**config.mk**
```make
export PLATFORM = sky130hd
export DESIGN_NAME = tagged_hist_stage
export DESIGN_NICKNAME = d
export VERILOG_FILES = /design/src/rtl/thp_pkg.sv /design/src/rtl/thp_hash.sv /design/src/rtl/thp_aging.sv /design/src/rtl/thp_table.sv /design/src/rtl/tagged_hist_stage.sv
export SDC_FILE = /design/constraint.sdc
export NUM_CORES = 2
export LEC_CHECK = 0
export ABC_CLOCK_PERIOD_IN_PS = 4950
export BUFFER_PORTS_ARGS = -buffer_cell sky130_fd_sc_hd__buf_2
export CAP_MARGIN = 40
export CORE_UTILIZATION = 30
export CTS_CLUSTER_SIZE = 24
export DETAILED_ROUTE_END_ITERATION = 16
export PLACE_DENSITY_LB_ADDON = 0.12
export SETUP_SLACK_MARGIN = 0.02
export SLEW_MARGIN = 20
export SYNTH_ARGS = -nofsm -noshare
export SYNTH_HDL_FRONTEND = slang
export SYNTH_SLANG_ARGS = --single-unit
```
**constraint.sdc**
```tcl
create_clock -name clk -period 4.95 [get_ports clk]
set_input_delay 0 -clock clk [delete_from_list [all_inputs] [get_ports clk]]
set_output_delay 0 -clock clk [all_outputs]
set_load 0.005 [all_outputs]
```
**src/rtl/thp_pkg.sv**
```systemverilog
package thp_pkg;

    localparam int CTR_W   = 3;
    localparam int CTR_MAX = (1 << CTR_W) - 1;
    localparam int CTR_MID = 1 << (CTR_W - 1);

    typedef logic [CTR_W-1:0] ctr_t;

    typedef enum logic [1:0] {
        ACT_IDLE,
        ACT_TRAIN,
        ACT_CLAIM,
        ACT_BLOCKED
    } train_act_e;

    function automatic ctr_t ctr_step(ctr_t c, logic up);
        ctr_t r;
        r = c;
        if (up && c != ctr_t'(CTR_MAX))
            r = c + 1'b1;
        else if (!up && c != '0)
            r = c - 1'b1;
        return r;
    endfunction

    function automatic logic ctr_confident(ctr_t c);
        return (c <= ctr_t'(1)) || (c >= ctr_t'(CTR_MAX - 1));
    endfunction

    function automatic ctr_t ctr_seed(logic up);
        return up ? ctr_t'(CTR_MID) : ctr_t'(CTR_MID - 1);
    endfunction

endpackage

```
**src/rtl/thp_hash.sv**
```systemverilog
module thp_hash #(
    parameter int PCW_W    = 30,
    parameter int HIST_LEN = 16,
    parameter int IDX_W    = 6,
    parameter int TAG_W    = 8
) (
    input  logic [PCW_W-1:0]    pcw,
    input  logic [HIST_LEN-1:0] hist,
    output logic [IDX_W-1:0]    slot,
    output logic [TAG_W-1:0]    tag
);
    localparam int HI_W = PCW_W - IDX_W;

    logic [IDX_W-1:0] hist_fold_i;
    logic [TAG_W-1:0] hist_fold_t;
    logic [TAG_W-1:0] pc_fold_t;

    always_comb begin
        hist_fold_i = '0;
        for (int j = 0; j < HIST_LEN; j++)
            hist_fold_i[j % IDX_W] = hist_fold_i[j % IDX_W] ^ hist[j];
    end

    always_comb begin
        hist_fold_t = '0;
        for (int j = 0; j < HIST_LEN; j++)
            hist_fold_t[j % TAG_W] = hist_fold_t[j % TAG_W] ^ hist[j];
    end

    always_comb begin
        pc_fold_t = '0;
        for (int j = 0; j < HI_W; j++)
            pc_fold_t[j % TAG_W] = pc_fold_t[j % TAG_W] ^ pcw[IDX_W + j];
    end

    assign slot = pcw[IDX_W-1:0] ^ hist_fold_i;
    assign tag  = pc_fold_t ^ {hist_fold_t[TAG_W-2:0], hist_fold_t[TAG_W-1]};

endmodule

```
**src/rtl/thp_aging.sv**
```systemverilog
module thp_aging #(
    parameter int CLR_LIMIT = 8
) (
    input  logic clk,
    input  logic rst,
    input  logic blocked,
    output logic wipe
);
    localparam int CW = (CLR_LIMIT > 2) ? $clog2(CLR_LIMIT) : 1;
    localparam logic [CW-1:0] LAST = CW'(CLR_LIMIT - 1);

    logic [CW-1:0] cnt_q;

    assign wipe = blocked && (cnt_q == LAST);

    always_ff @(posedge clk) begin
        if (rst)
            cnt_q <= '0;
        else if (wipe)
            cnt_q <= '0;
        else if (blocked)
            cnt_q <= cnt_q + 1'b1;
    end

    assert_age_range_R7: assert property (@(posedge clk) disable iff (rst)
        cnt_q <= LAST);

    assert_age_restart_R8: assert property (@(posedge clk) disable iff (rst)
        wipe |=> cnt_q == '0);

endmodule

```
**src/rtl/thp_table.sv**
```systemverilog
module thp_table
    import thp_pkg::*;
#(
    parameter int IDX_W = 6,
    parameter int TAG_W = 8
) (
    input  logic             clk,
    input  logic             rst,
    input  logic [IDX_W-1:0] lk_slot,
    input  logic [TAG_W-1:0] lk_tag,
    input  logic             lk_lower,
    output logic             lk_taken,
    output logic             lk_override,
    input  logic             tr_valid,
    input  logic [IDX_W-1:0] tr_slot,
    input  logic [TAG_W-1:0] tr_tag,
    input  logic             tr_taken,
    input  logic             tr_lower,
    input  logic             tr_final,
    input  logic             wipe,
    output logic             blocked
);
    localparam int DEPTH = 1 << IDX_W;

    typedef struct packed {
        logic             valid;
        logic [TAG_W-1:0] tag;
        ctr_t             ctr;
    } entry_t;

    entry_t           ent_q [DEPTH];
    logic [DEPTH-1:0] useful_q;

    entry_t     lk_ent;
    logic       lk_hit;
    entry_t     tr_ent;
    logic       tr_hit;
    logic       tr_miss_wrong;
    logic       mark_useful;
    train_act_e act;

    always_comb begin
        lk_ent      = ent_q[lk_slot];
        lk_hit      = lk_ent.valid && (lk_ent.tag == lk_tag);
        lk_override = lk_hit && useful_q[lk_slot] && ctr_confident(lk_ent.ctr);
        lk_taken    = lk_override ? lk_ent.ctr[CTR_W-1] : lk_lower;
    end

    always_comb begin
        tr_ent        = ent_q[tr_slot];
        tr_hit        = tr_ent.valid && (tr_ent.tag == tr_tag);
        tr_miss_wrong = !tr_hit && (tr_final != tr_taken);
        act           = ACT_IDLE;
        if (tr_valid) begin
            if (tr_hit)
                act = ACT_TRAIN;
            else if (tr_miss_wrong)
                act = useful_q[tr_slot] ? ACT_BLOCKED : ACT_CLAIM;
        end
        mark_useful = (act == ACT_TRAIN)
                   && (tr_ent.ctr[CTR_W-1] == tr_taken)
                   && (tr_lower != tr_taken);
        blocked     = (act == ACT_BLOCKED);
    end

    always_ff @(posedge clk) begin
        if (rst) begin
            for (int k = 0; k < DEPTH; k++)
                ent_q[k] <= '0;
        end else begin
            case (act)
                ACT_TRAIN: ent_q[tr_slot].ctr <= ctr_step(tr_ent.ctr, tr_taken);
                ACT_CLAIM: ent_q[tr_slot] <= '{valid: 1'b1, tag: tr_tag,
                                               ctr: ctr_seed(tr_taken)};
                default: ;
            endcase
        end
    end

    always_ff @(posedge clk) begin
        if (rst)
            useful_q <= '0;
        else if (wipe)
            useful_q <= '0;
        else if (mark_useful)
            useful_q[tr_slot] <= 1'b1;
    end

    assert_ctr_rise_R5: assert property (@(posedge clk) disable iff (rst)
        (act == ACT_TRAIN && tr_taken && tr_ent.ctr != ctr_t'(CTR_MAX))
        |=> ent_q[$past(tr_slot)].ctr > $past(tr_ent.ctr));

    assert_ctr_top_hold_R5: assert property (@(posedge clk) disable iff (rst)
        (act == ACT_TRAIN && tr_taken && tr_ent.ctr == ctr_t'(CTR_MAX))
        |=> ent_q[$past(tr_slot)].ctr == ctr_t'(CTR_MAX));

    assert_claim_fields_R6: assert property (@(posedge clk) disable iff (rst)
        (act == ACT_CLAIM)
        |=> ent_q[$past(tr_slot)].valid
            && ent_q[$past(tr_slot)].tag == $past(tr_tag)
            && !useful_q[$past(tr_slot)]);

    assert_blocked_keeps_R7: assert property (@(posedge clk) disable iff (rst)
        (act == ACT_BLOCKED)
        |=> ent_q[$past(tr_slot)] == $past(tr_ent));

    assert_wipe_all_R8: assert property (@(posedge clk) disable iff (rst)
        wipe |=> useful_q == '0);

endmodule

```
**src/rtl/tagged_hist_stage.sv**
```systemverilog
module tagged_hist_stage #(
    parameter int PCW_W     = 30,
    parameter int HIST_LEN  = 16,
    parameter int IDX_W     = 6,
    parameter int TAG_W     = 8,
    parameter int CLR_LIMIT = 8
) (
    input  logic                clk,
    input  logic                rst,
    input  logic [PCW_W-1:0]    lk_pcw,
    input  logic [HIST_LEN-1:0] lk_hist,
    input  logic                lk_lower_taken,
    output logic                lk_taken,
    output logic                lk_override,
    input  logic                tr_valid,
    input  logic [PCW_W-1:0]    tr_pcw,
    input  logic [HIST_LEN-1:0] tr_hist,
    input  logic                tr_taken,
    input  logic                tr_lower_taken,
    input  logic                tr_final_taken
);
    logic [IDX_W-1:0] lk_slot, tr_slot;
    logic [TAG_W-1:0] lk_tag,  tr_tag;
    logic             blocked, wipe;

    thp_hash #(.PCW_W(PCW_W), .HIST_LEN(HIST_LEN), .IDX_W(IDX_W), .TAG_W(TAG_W))
    u_hash_lk (.pcw(lk_pcw), .hist(lk_hist), .slot(lk_slot), .tag(lk_tag));

    thp_hash #(.PCW_W(PCW_W), .HIST_LEN(HIST_LEN), .IDX_W(IDX_W), .TAG_W(TAG_W))
    u_hash_tr (.pcw(tr_pcw), .hist(tr_hist), .slot(tr_slot), .tag(tr_tag));

    thp_table #(.IDX_W(IDX_W), .TAG_W(TAG_W)) u_table (
        .clk         (clk),
        .rst         (rst),
        .lk_slot     (lk_slot),
        .lk_tag      (lk_tag),
        .lk_lower    (lk_lower_taken),
        .lk_taken    (lk_taken),
        .lk_override (lk_override),
        .tr_valid    (tr_valid),
        .tr_slot     (tr_slot),
        .tr_tag      (tr_tag),
        .tr_taken    (tr_taken),
        .tr_lower    (tr_lower_taken),
        .tr_final    (tr_final_taken),
        .wipe        (wipe),
        .blocked     (blocked)
    );

    thp_aging #(.CLR_LIMIT(CLR_LIMIT)) u_aging (
        .clk     (clk),
        .rst     (rst),
        .blocked (blocked),
        .wipe    (wipe)
    );

    assert_pass_through_R2: assert property (@(posedge clk) disable iff (rst)
        !lk_override |-> lk_taken == lk_lower_taken);

endmodule

```
==> summary.md <==
| Metric | Value |
|---|---|
| DP Cell Count | `6048` |
| Ratio of total power to cell area | `447 nW/um^2` |
| Syn Std Cell Area | `roughly 44000 um^2` |
| Switch share | `0.362` |
| CP max FO | `49` |
| Post-CTS Setup Inserts | `0` |
| Seq pwr share | `0.338` |
| Average size of a mapped cell | `11.3 um^2` |
| Placer Congestion | `0.912` |
| Fmax | `215 MHz` |
| Slew Limit Fails | `0` |
| Overall Power | `24.1 mW` |
| Fin. Hold Viols | `0` |
| Initial antenna violation count | `4` |
| Synth Instances | `around 4000` |
| Pre-antenna DRT Iters | `7` |
| Number of synthesized register bits | `835` |
| H-tree depth | `3` |
| Layout Cells excl Fill | `6235` |
| Area growth from synthesis to layout | `22.6%` |
| Max_cap viols | `0` |
| Core area | `146000 um^2` |
| Part of the power in the clock network | `0.307` |
| CP Data Arrival Time | `4970 ps` |
| Worst setup EP type | `register` |
| Final wirelength | `199 mm` |
| Int Pwr | `15.4 mW` |
| Via Count | `roughly 36000` |
| Final WS setup | `~310 ps` |
| Leak Pwr | `19.1 nW` |
| I/O pins | `101` |
| Hold_buf cts | `6` |
| Asr flop ratio synth | `0` |
| Top cells by area, synth | `edfxtp_1 (48%), mux4_2 (11%), dfxtp_1 (6.0%)` |
| DRC errors left | `0` |
| Yosys warning total | `0` |
| Wirelength per Cell | `31.9 um` |
| Worst IR Drop VDD | `0.330 mV` |
| Seq/Total Area, Yosys | `0.539` |
| Count of cell types in the netlist | `71` |
| Post-synth top area share | `0.480` |
| Fillers | `14400` |
| Skew-Pair Late Insertion Delay | `710 ps` |
| Worst slew pin tran | `957 ps` |
| Clk pin slew, worst setup/hold paths | `roughly 60 ps` |
| Multi-input logic area | `18500 um^2` |
| Die height | `around 390 um` |
| Cell area after layout | `54000 um^2` |
| Count of final setup violators | `0` |
| Initial core utilization | `0.302` |
| Vias in the first global route | `~35000` |
| Post-DRT Antenna Nets | `0` |
| Layout cells sized above 1 | `0.267` |
| Num CTS Buffers | `96` |
| Most common cell in the netlist | `edfxtp_1` |
| Layout net count | `4340` |
| Placed Instance Area | `50700 um^2` |
| Grt total ovfl | `0` |
| Sequential Area | `between 20000 and 25000 um^2` |
| Net switching power | `8.73 mW` |
| Max transition margin | `0.357` |
| Final worst-path cycle share | `0.938` |
| Via density | `5.79` |
| WP data required | `5280 ps` |
| Worst min path class | `in -> reg` |
| Post-layout minimum cycle time | `4640 ps` |
| Crit Path Category | `in -> reg` |
| Area leader, netlist | `edfxtp_1` |
| Syn_nets | `between 3000 and 4000` |
| CTS tree | `built` |
| Clock skew | `around 35 ps` |
| Post-synth top cells | `edfxtp_1 (704), nor2_1 (618), nand2_1 (334)` |
| Clk root buf | `clkbuf_16` |
| PostCTS Resize Cnt | `0` |
| Initial DRC count | `4776` |
| Setup Total Neg Slack | `0 ps` |
| Synth Flop Type | `edfxtp_1` |
| Die footprint | `roughly 150000 um^2` |
| FP Rows | `140` |
| DP Wirelength | `144 mm` |
| Combinational group share of total power | `0.355` |
| Fin Hold WS | `92.9 ps` |
| First-pass GRT wire length | `around 280 mm` |
| CTS max path bufs | `3` |
| Port bufs | `100` |
| Place WS | `-124 ps` |
| Die width | `385 um` |
| RSZ-0062 raised after global routing | `no` |
| Crit start category | `input pin` |
| Largest net degree at the start of global routing | `85` |
| Core Util, Final | `0.371` |
| CTS Sinks | `835` |
| Outcome | `finished, final reports clean` |
| Post-synth EDFFs | `approximately 700` |
| Tot GR Track Use | `0.265` |
-- cell families (layout without fill, tap and decap cells) --
| group | Yosys count | count (layout) | share of synthesized area |
|---|---|---|---|
| AO/OA/AOI/OAI | 618 | 618 | 0.0943 |
| XOR/XNOR | 126 | 126 | 0.0264 |
| adder cells (fa/ha/maj) | 6 | 6 | 0.00170 |
| buffers and inverters | 462 | 887 | 0.0479 |
| flip-flops | 835 | 835 | 0.539 |
| multiplexers | 318 | 318 | 0.137 |
| other | 0 | 1 | 0 |
| AND/OR/NAND/NOR | 1527 | 1527 | 0.153 |
-- final timing paths --
| path | start | endpoint | slack, ps | cells after the start |
|---|---|---|---|---|
| worst max register to register | u_table.ent_q[24][11]$_SDFFE_PN1P_ | u_table.ent_q[16][6]$_DFFE_PP_ | 620 | 12 |
| worst min-delay path | tr_pcw[17] | u_table.ent_q[56][6]$_DFFE_PP_ | 90 | 4 |
| worst max-delay path | tr_hist[5] | u_table.ent_q[16][6]$_DFFE_PP_ | 310 | 16 |
| worst min register to register | u_aging.cnt_q[1]$_SDFFE_PP0N_ | u_aging.cnt_q[1]$_SDFFE_PP0N_ | 460 | 2 |
-- registers in the layout (all words and copies together), names as in the netlist --
register / flops
u_table.ent_q: 768
u_table.useful_q: 64
u_aging.cnt_q: 3
-- layer usage --
metal,global-route usage,up-vias,wire length [um]
met5,0,-,13
met4,0.0882,2,6500
met1,0.371,18600,84900
li1,-,15300,-
met2,0.419,1884,91200
met3,0.0404,260,16200
-- critical path, stage by stage --
cell	delay, ps
dlygate4sd3_1	530
buf_2	150
xnor2_1	160
xnor2_1	540
buf_4	260
nand3_1	470
a21oi_1	440
a22o_1	200
a31oi_1	40
or4b_1	190
mux2i_1	210
nand4_2	330
o21ai_4	320
buf_12	290
nand2b_1	390
nand2_1	340
-- power by group through the flow --
stage	logic (mW)	registers, mW	clock network [mW]
after floorplan	4.25	8.15	0
after global placement	8.50	8.29	0
after detailed placement	8.51	8.29	0
after CTS	8.54	8.15	7.52
after global routing	8.87	8.17	7.79
final	8.58	8.15	7.41
-- cells in the final DEF, fill, tap and decap left out, drive strengths merged, types with 7 or more instances in the layout --
master	count
edfxtp	704
a211oi	16
dfxtp	131
xor2	36
nor2	618
mux2	68
a311oi	47
nand2b	51
xnor2	90
mux4	220
clkbuf	141
nand4	8
clkinv	26
and3	24
nor4	50
nand3	167
o2bb2ai	13
o221ai	83
bufinv	7
buf	645
nor3	246
o22ai	160
a21oi	95
nand2	338
o21ai	98
inv	57
and2	10
a31oi	37
mux2i	30
a22oi	23
-- cell type report --
cell class	count	share of cell area
sequential	835	0.440
multi-input combinational	2595	0.343
timing repair buffer	651	0.108
clock buffer	141	0.0526
tap	1917	0.0444
clock inverter	39	0.00725
inverter	56	0.00403
antenna	1	0.0000463
No activity file was read; power rests on OpenSTA's default activity.
